## src/rtl/tvc_pkg.sv

```systemverilog
package tvc_pkg;

  // Default timing of a 525-line system counted in half-lines.
  localparam int unsigned TVC_HL_CLKS   = 16;   // clocks per half-line
  localparam int unsigned TVC_PRESET    = 20;   // field counter start value
  localparam int unsigned TVC_TERM_STD  = 545;  // standard terminal value
  localparam int unsigned TVC_FREE_HL   = 684;  // non-sync free-run length
  localparam int unsigned TVC_HOLD_HL   = 492;  // noise hold-off length
  localparam int unsigned TVC_RAMP_HL   = 12;   // ramp charge width
  localparam int unsigned TVC_BLANK_HL  = 38;   // standard blanking width

  typedef enum logic {
    FLD_FOLLOW = 1'b0,
    FLD_FIXED  = 1'b1
  } fld_mode_e;

  function automatic int unsigned tvc_cnt_width(input int unsigned preset,
                                                input int unsigned free_hl,
                                                input int unsigned term_std);
    int unsigned top;
    top = (preset + free_hl > term_std) ? preset + free_hl : term_std;
    return $clog2(top + 1);
  endfunction

endpackage

```

## src/rtl/tvc_line_div.sv

```systemverilog
module tvc_line_div #(
  parameter int unsigned HL_CLKS = 16
) (
  input  logic clk,
  input  logic rst,
  output logic tick_q,
  output logic h_drive_q
);
  localparam int unsigned LINE_CLKS = 2 * HL_CLKS;
  localparam int unsigned CW        = $clog2(LINE_CLKS);
  localparam logic [CW-1:0] HALF_LAST = CW'(HL_CLKS - 1);
  localparam logic [CW-1:0] LINE_LAST = CW'(LINE_CLKS - 1);
  localparam logic [CW-1:0] HALF_C    = CW'(HL_CLKS);

  logic [CW-1:0] phase;

  always_ff @(posedge clk) begin
    if (rst) begin
      phase     <= '0;
      tick_q    <= 1'b0;
      h_drive_q <= 1'b1;
    end else begin
      phase     <= (phase == LINE_LAST) ? '0 : phase + 1'b1;
      tick_q    <= (phase == HALF_LAST) || (phase == LINE_LAST);
      h_drive_q <= (phase < HALF_C);
    end
  end

  // enable never lasts two clocks
  a_r1_tick_single: assert property (@(posedge clk) disable iff (rst)
    tick_q |=> !tick_q);

  // drive edges only follow a half-line enable
  a_r2_drive_on_tick: assert property (@(posedge clk) disable iff (rst)
    (h_drive_q != $past(h_drive_q)) |-> $past(tick_q));

endmodule

```

## src/rtl/tvc_field_ctr.sv

```systemverilog
module tvc_field_ctr #(
  parameter int unsigned PRESET   = 20,
  parameter int unsigned TERM_STD = 545,
  parameter int unsigned FREE_HL  = 684,
  parameter int unsigned HOLD_HL  = 492,
  parameter int unsigned CW       = 10
) (
  input  logic          clk,
  input  logic          rst,
  input  logic          tick,
  input  logic          std_mode,
  input  logic          vsync,
  output logic [CW-1:0] hc,
  output logic          fs_q,
  output logic          coinc_q
);
  import tvc_pkg::*;

  localparam logic [CW-1:0] PRESET_C   = CW'(PRESET);
  localparam logic [CW-1:0] LAST_STD_C = CW'(TERM_STD - 1);
  localparam logic [CW-1:0] LAST_NS_C  = CW'(PRESET + FREE_HL - 1);
  localparam logic [CW-1:0] HOLD_AT_C  = CW'(PRESET + HOLD_HL);

  fld_mode_e     mode;
  logic [CW-1:0] last_hl;
  logic          sync_take;
  logic          wrap;
  logic          in_window;

  always_comb begin
    mode      = std_mode ? FLD_FIXED : FLD_FOLLOW;
    last_hl   = (mode == FLD_FIXED) ? LAST_STD_C : LAST_NS_C;
    sync_take = (mode == FLD_FOLLOW) && vsync && (hc >= HOLD_AT_C);
    wrap      = tick && (hc >= last_hl);
    in_window = (hc == LAST_STD_C) || (hc == PRESET_C);
  end

  always_ff @(posedge clk) begin
    if (rst) begin
      hc      <= PRESET_C;
      fs_q    <= 1'b0;
      coinc_q <= 1'b0;
    end else begin
      if (sync_take || wrap) begin
        hc <= PRESET_C;
      end else if (tick) begin
        hc <= hc + 1'b1;
      end
      fs_q    <= sync_take || wrap;
      coinc_q <= vsync && in_window;
    end
  end

  // counter stays inside the preset..terminal span
  a_r3_count_range: assert property (@(posedge clk) disable iff (rst)
    (hc >= PRESET_C) && (hc <= LAST_NS_C));

  // in standard mode only the enable moves the counter
  a_r4_std_no_restart: assert property (@(posedge clk) disable iff (rst)
    (std_mode && !tick) |=> $stable(hc));

  // an early strobe never causes a field start
  a_r6_holdoff: assert property (@(posedge clk) disable iff (rst)
    (!std_mode && vsync && !tick && (hc < HOLD_AT_C)) |=> !fs_q);

  // coincidence is always caused by a strobe
  a_r10_coinc_cause: assert property (@(posedge clk) disable iff (rst)
    coinc_q |-> $past(vsync));

endmodule

```

## src/rtl/tvc_pulse_gen.sv

```systemverilog
module tvc_pulse_gen #(
  parameter int unsigned PRESET   = 20,
  parameter int unsigned RAMP_HL  = 12,
  parameter int unsigned BLANK_HL = 38,
  parameter int unsigned CW       = 10,
  parameter int unsigned BW       = 8
) (
  input  logic          clk,
  input  logic          rst,
  input  logic [CW-1:0] hc,
  input  logic          fs,
  input  logic          std_mode,
  input  logic [BW-1:0] ns_len,
  output logic          ramp_q,
  output logic          blank_q
);
  localparam int unsigned EW = ((CW > BW) ? CW : BW) + 1;
  localparam logic [EW-1:0] RAMP_END_C  = EW'(PRESET + RAMP_HL);
  localparam logic [EW-1:0] STD_BLANK_C = EW'(PRESET + BLANK_HL);
  localparam logic [EW-1:0] PRESET_C    = EW'(PRESET);

  logic [BW-1:0] len_reg;
  logic [EW-1:0] blank_end;
  logic [EW-1:0] hc_ext;

  always_comb begin
    hc_ext    = EW'(hc);
    blank_end = std_mode ? STD_BLANK_C : (PRESET_C + EW'(len_reg));
  end

  always_ff @(posedge clk) begin
    if (rst) begin
      len_reg <= BW'(BLANK_HL);
      ramp_q  <= 1'b0;
      blank_q <= 1'b0;
    end else begin
      if (fs) len_reg <= ns_len;
      ramp_q  <= (hc_ext < RAMP_END_C);
      blank_q <= (hc_ext < blank_end);
    end
  end

  // ramp charge starts at the field start
  a_r7_ramp_start: assert property (@(posedge clk) disable iff (rst)
    $rose(ramp_q) |-> $past(hc) == CW'(PRESET));

endmodule

```

## src/rtl/tv_countdown.sv

```systemverilog
module tv_countdown #(
  parameter int unsigned HL_CLKS  = tvc_pkg::TVC_HL_CLKS,
  parameter int unsigned PRESET   = tvc_pkg::TVC_PRESET,
  parameter int unsigned TERM_STD = tvc_pkg::TVC_TERM_STD,
  parameter int unsigned FREE_HL  = tvc_pkg::TVC_FREE_HL,
  parameter int unsigned HOLD_HL  = tvc_pkg::TVC_HOLD_HL,
  parameter int unsigned RAMP_HL  = tvc_pkg::TVC_RAMP_HL,
  parameter int unsigned BLANK_HL = tvc_pkg::TVC_BLANK_HL,
  parameter int unsigned BW       = 8
) (
  input  logic          clk,
  input  logic          rst,
  input  logic          std_mode,
  input  logic          vsync_in,
  input  logic [BW-1:0] ns_blank_hl,
  output logic          hl_tick,
  output logic          h_drive,
  output logic          field_start,
  output logic          ramp_pulse,
  output logic          v_blank,
  output logic          coinc
);
  localparam int unsigned CW = tvc_pkg::tvc_cnt_width(PRESET, FREE_HL, TERM_STD);

  logic [CW-1:0] hc;
  logic          tick;
  logic          fs;

  tvc_line_div #(.HL_CLKS(HL_CLKS)) u_line (
    .clk       (clk),
    .rst       (rst),
    .tick_q    (tick),
    .h_drive_q (h_drive)
  );

  tvc_field_ctr #(
    .PRESET(PRESET), .TERM_STD(TERM_STD), .FREE_HL(FREE_HL),
    .HOLD_HL(HOLD_HL), .CW(CW)
  ) u_field (
    .clk      (clk),
    .rst      (rst),
    .tick     (tick),
    .std_mode (std_mode),
    .vsync    (vsync_in),
    .hc       (hc),
    .fs_q     (fs),
    .coinc_q  (coinc)
  );

  tvc_pulse_gen #(
    .PRESET(PRESET), .RAMP_HL(RAMP_HL), .BLANK_HL(BLANK_HL),
    .CW(CW), .BW(BW)
  ) u_pulse (
    .clk      (clk),
    .rst      (rst),
    .hc       (hc),
    .fs       (fs),
    .std_mode (std_mode),
    .ns_len   (ns_blank_hl),
    .ramp_q   (ramp_pulse),
    .blank_q  (v_blank)
  );

  assign hl_tick     = tick;
  assign field_start = fs;

  // field start is a single-clock strobe
  a_r3_fs_single: assert property (@(posedge clk) disable iff (rst)
    field_start |=> !field_start);

  // outputs leave reset quiet
  a_r11_reset_quiet: assert property (@(posedge clk)
    $past(rst) |-> !field_start && !coinc);

endmodule

```

## config.mk

```make
export PLATFORM = sky130hd
export DESIGN_NAME = tv_countdown
export DESIGN_NICKNAME = d
export VERILOG_FILES = /design/src/rtl/tvc_pkg.sv /design/src/rtl/tvc_line_div.sv /design/src/rtl/tvc_field_ctr.sv /design/src/rtl/tvc_pulse_gen.sv /design/src/rtl/tv_countdown.sv
export SDC_FILE = /design/constraint.sdc
export NUM_CORES = 1
export LEC_CHECK = 0
export CAP_MARGIN = 15
export CORE_UTILIZATION = 62
export CTS_CLUSTER_SIZE = 30
export DETAILED_ROUTE_END_ITERATION = 6
export DONT_BUFFER_PORTS = 1
export MAX_ROUTING_LAYER = met4
export PLACE_DENSITY = 0.75
export RECOVER_POWER = 50
export SETUP_SLACK_MARGIN = 0.5
export SLEW_MARGIN = 30
export SYNTH_ARGS = -nofsm -noshare
export SYNTH_HDL_FRONTEND = slang
export SYNTH_HIERARCHICAL = 1
export SYNTH_SLANG_ARGS = --single-unit
export TNS_END_PERCENT = 50
```

## constraint.sdc

```tcl
create_clock -name clk -period 2.15 [get_ports clk]
set_input_delay 0.215 -clock clk [delete_from_list [all_inputs] [get_ports clk]]
set_output_delay 0.215 -clock clk [all_outputs]
set_load 0.01 [all_outputs]
```

### Word level (Yosys, flattened, before mapping)

Index checks and enable logic that the tools add are counted.

| cells by class | value |
|---|---|
| equality and inequality tests | 4 |
| $add $sub $neg | 3 |
| $lt $le $gt $ge | 5 |
| bitwise logic cells | 1 |
| muxes and demuxes | 3 |
| reduce and logical (&&, ||, !) cells | 9 |

Operators with widths:

| kind | count |
|---|---|
| $lt 10x11->1 | 1 |
| $mux 11 | 1 |
| $add 10x1->10 const B | 1 |
| $eq 10x10->1 const B | 1 |
| $eq 10x5->1 const B | 1 |
| $ge 10x10->1 | 1 |
| $ge 10x10->1 const B | 1 |
| $lt 10x6->1 const B | 1 |
| $add 5x8->9 const A | 1 |
| $mux 8 | 1 |
| $add 5x1->5 const B | 1 |
| $eq 5x4->1 const B | 1 |
| $eq 5x5->1 const B | 1 |
| $lt 5x5->1 const B | 1 |
| $logic_and 1x1->1 | 4 |
| $reduce_or 2->1 | 2 |
| $logic_or 1x1->1 | 3 |
| $mux 1 | 1 |
| $not 1->1 | 1 |

| storage, ports and cells | value |
|---|---|
| bits of input ports | 12 |
| logic and storage cells | 34 |
| register bits after elaboration | 29 |
| output and inout bits | 6 |

### Depth between registers and ports, before layout

| depth | value |
|---|---|
| depth after elaboration | 6 |
| mapped depth | 8 |
| mapped depth without buffers | 8 |

### Hierarchy

Netlist, hierarchy kept.

Modules (own cells, without submodules):

| module | area each (µm²) | times used | cells an instance | seq. area each (µm²) |
|---|---|---|---|---|
| tvc_field_ctr | 775.7 | 1 | 84 | 240.2 |
| tvc_pulse_gen | 649.4 | 1 | 70 | 200.2 |
| tvc_line_div | 266.5 | 1 | 25 | 140.1 |

### Worst setup path before layout

No wires, ideal clock.

| timing path | value |
|---|---|
| path kind | reg2reg |
| from | register u_pulse.len_reg[4] |
| to | register u_pulse.blank_q |
| stages on the path, launching flop included | 8 |
| library setup time | 58 ps |
| data required time | 2092 ps |
| buffers on the path | 0 |
| path slack | 420 ps |
| data arrival time | 1672 ps |
| cell sequence | dfxtp_1 a21oi_1 or3_1 a21o_1 ha_1 and3b_1 o21ai_0 o211a_1 |

| on the way | value |
|---|---|
| longest elaborated chain between the ends | 3 |

Ends and longest elaborated chain:

| what | RTL line | RTL |
|---|---|---|
| start, declared | tvc_pulse_gen.sv:22 | `logic [BW-1:0] len_reg;` |
| start signal, assigned | tvc_pulse_gen.sv:33 | `len_reg <= BW'(BLANK_HL);` |
| start signal, assigned | tvc_pulse_gen.sv:37 | `if (fs) len_reg <= ns_len;` |
| $add 5x8->9 | tvc_pulse_gen.sv:28 | `blank_end = std_mode ? STD_BLANK_C : (PRESET_C + EW'(len_reg));` |
| $mux 11 | tvc_pulse_gen.sv:28 |  |
| $lt 10x11->1 | tvc_pulse_gen.sv:39 | `blank_q <= (hc_ext < blank_end);` |
| end signal, assigned | tvc_pulse_gen.sv:39 |  |
| end, declared | tvc_pulse_gen.sv:15 | `output logic blank_q` |

Every way passes these cells.
A chain may end at the register's enable or synchronous reset.

### Final worst setup path

| timing path | value |
|---|---|
| from | register u_pulse.len_reg[3] |
| to | register u_pulse.blank_q |

Same word-level chain as after synthesis.

==> out/qor.yml <==
hold_viol: 0
start_util: 0.671
finClkSkew_ps: 9.08
h-tree-depth: 2
synth_edf_count: 0
use_met2: 0.472
dp_hpwl_mm: 2.51
max-cap-violations: 0
vias: 1378
ir_drop_mv: 0.465
coreArea_um2: 2520
use_met1: 0.333
worst_ep_arrival_time_ps: 2020
worstPathMaxFanout: 3
cp-start-kind: "flip-flop"
gp_congestion: 0.919
final_nets: 224
die_h_um: 54.2
largest_register_ffs: 10
rows: 18
hold_path_class: "in -> reg"
syn_area_per_cell_um2: 9.45
power_leakage_nw: 0.716
fp.dieW_um: 54.2
rsz0062_at_grt: "true"
via_per_inst: 6.18
fin_setup_tns_ps: 0
final_common_cell: "nor2_1"
setup_viol: 0
grt_remaining_overflow: 0
pwr-share-seq: 0.553
clkPwrFrac: 0.384
drc_errors: 0
cts_tree: "yes"
area_delta_synth_final_pct: 18.9
cts_root_buf: "clkbuf_4"
seq_area_frac_synth: 0.343
crit_type: "reg -> reg"
grt_use_met3: 0.0972
max_slew_margin: 0.621
io_buffers: 0
grt_usage: 0.291
worst_slew_pin_slew_ps: 568
p_sw_frac: 0.231
antenna_found_initial: 0
async_flop_share: 0
synth.ff_latch_count: 29
wirelength_mm: 3.82
synth.distinct_cells: 45
drt_iter0_drc: 36
dieArea_um2: 2940
whs_ps: 29.6
fin_cells: 223
ant_nets: 0
max_freq_ghz: 0.559
fin_crit_ps: 1790
rr_worst_depth: 6
maxSlewViolCount: 0
drive_above_1_share: 0.269
pwr_density_cell_nw_per_um2: 489
dr.pass1.iters: 4
internal_power_w: 0.000756
cts_max_path_buffers: 2
dpl_cell_area_um2: 1720
syn_inst: 179
placed_cells: 204
post-route-period-util: 0.832
required_ps: 2380
grt_most_used_layer: "met2"
syn-num-nets: 211
switching_power_w: 0.000228
clkSlewWorstSetupHoldPaths_ps: 90
endpoint_kind: "flip-flop"
grt_pass1_vias: 1232
clock_latency_ps: 330
grt_pass1_wl_mm: 5.69
grt_max_degree: 17
fin_area_um2: 2010
syn_area_um2: 1690
numClockSinks: 29
combPwrFrac: 0.064
yosys_warnings: 6
synthFlopType: "dfxtp_1"
numCtsBuffers: 5
final_cell_mix: "nor2_1 (22), dfxtp_1 (19), ha_1 (16)"
insertedDiodeCount: 0
status: "completed"
wl_per_cell_um: 17.1
ios: 18
min_delay_path_depth: 2
-- stage by stage --
stage                util  power, W  setup slack (ps)
floorplan               -  0.000603               455
global placement    0.681  0.000598               402
detailed placement  0.681  0.000603               294
CTS                 0.760  0.000979               358
global route        0.798   0.00102               315
finish              0.798  0.000983               362
-- cells by family (layout without fill, tap and decap cells) --
| family | Yosys count | count (layout) | synth area share |
|---|---|---|---|
| AOI/OAI and AO/OA | 30 | 30 | 0.140 |
| DFF | 29 | 29 | 0.343 |
| xor gates and xnor gates | 13 | 13 | 0.0673 |
| muxes | 7 | 7 | 0.0422 |
| adders and majority gates | 20 | 20 | 0.148 |
| and+or+nand+nor | 69 | 69 | 0.224 |
| buffers and inverters | 11 | 25 | 0.0355 |
-- critical path, stage by stage, from the launching register on --
cell	delay (ps)
dfxtp_4	380
ha_4	140
nor2_1	40
or4b_4	510
ha_4	290
nand4b_1	100
o211a_1	230
-- path summary, 6_finish.rpt --
check / from / endpoint / slack, ps
setup / recovery: u_pulse/len_reg[3] / u_pulse/blank_q / 360
hold / removal: ns_blank_hl[4] / u_pulse/len_reg[4] / 30
hold reg to reg: u_line/phase[4] / u_line/h_drive_q / 430
setup reg to reg: u_pulse/len_reg[3] / u_pulse/blank_q / 360
-- what timing repair did --
item                                    4_1_cts  5_1_grt
endpoints found under the setup margin       12       12
pin swaps                                    11        5
gates resized for setup                      21       10
setup buffers                                 3        3
cloned                                        0        0
hold buffers                                  1        4
endpoints found under the hold margin        14        4
-- Yosys cell counts, drive strengths merged (2+ instances only) --
library cell / count / share of area
nor3: 11 / 0.033
a21o: 2 / 0.0096
ha: 20 / 0.15
nor4bb: 2 / 0.012
nand2: 8 / 0.018
inv: 5 / 0.011
buf: 5 / 0.021
nand3: 2 / 0.0059
dfxtp: 29 / 0.34
nor2: 22 / 0.049
mux2i: 6 / 0.036
a211oi: 9 / 0.043
xnor2: 12 / 0.062
a21oi: 3 / 0.011
nor2b: 3 / 0.011
o21ai: 8 / 0.026
nand4: 4 / 0.018
nand2b: 4 / 0.015
nor3b: 2 / 0.0089
a211o: 4 / 0.021
-- area by class of cell --
class                           instances  area, um2
Multi-Input combinational cell        139       1170
Clock buffer                            7       65.1
Sequential cell                        29        608
Clock inverter                          1       5.00
Fill cell                             171        510
Tap cell                               30       37.5
Inverter                                5       18.8
Timing Repair Buffer                   12        103
-- routing by layer --
layer / vias to the layer above / wire length, um
met5: - / 0
met4: 0 / 48
met3: 8 / 169
met2: 32 / 1960
met1: 664 / 1640
li1: 674 / -
-- power groups by stage --
stage          Clock, W  Sequential (W)  Combinational (W)
6_report       0.000377        0.000543          0.0000627
3_5_place_dp          0        0.000563          0.0000394
3_3_place_gp          0        0.000563          0.0000360
2_1_floorplan         0        0.000562          0.0000411
5_1_grt        0.000407        0.000544          0.0000682
4_1_cts        0.000382        0.000546          0.0000507
Power figures use the tool's default switching activity.
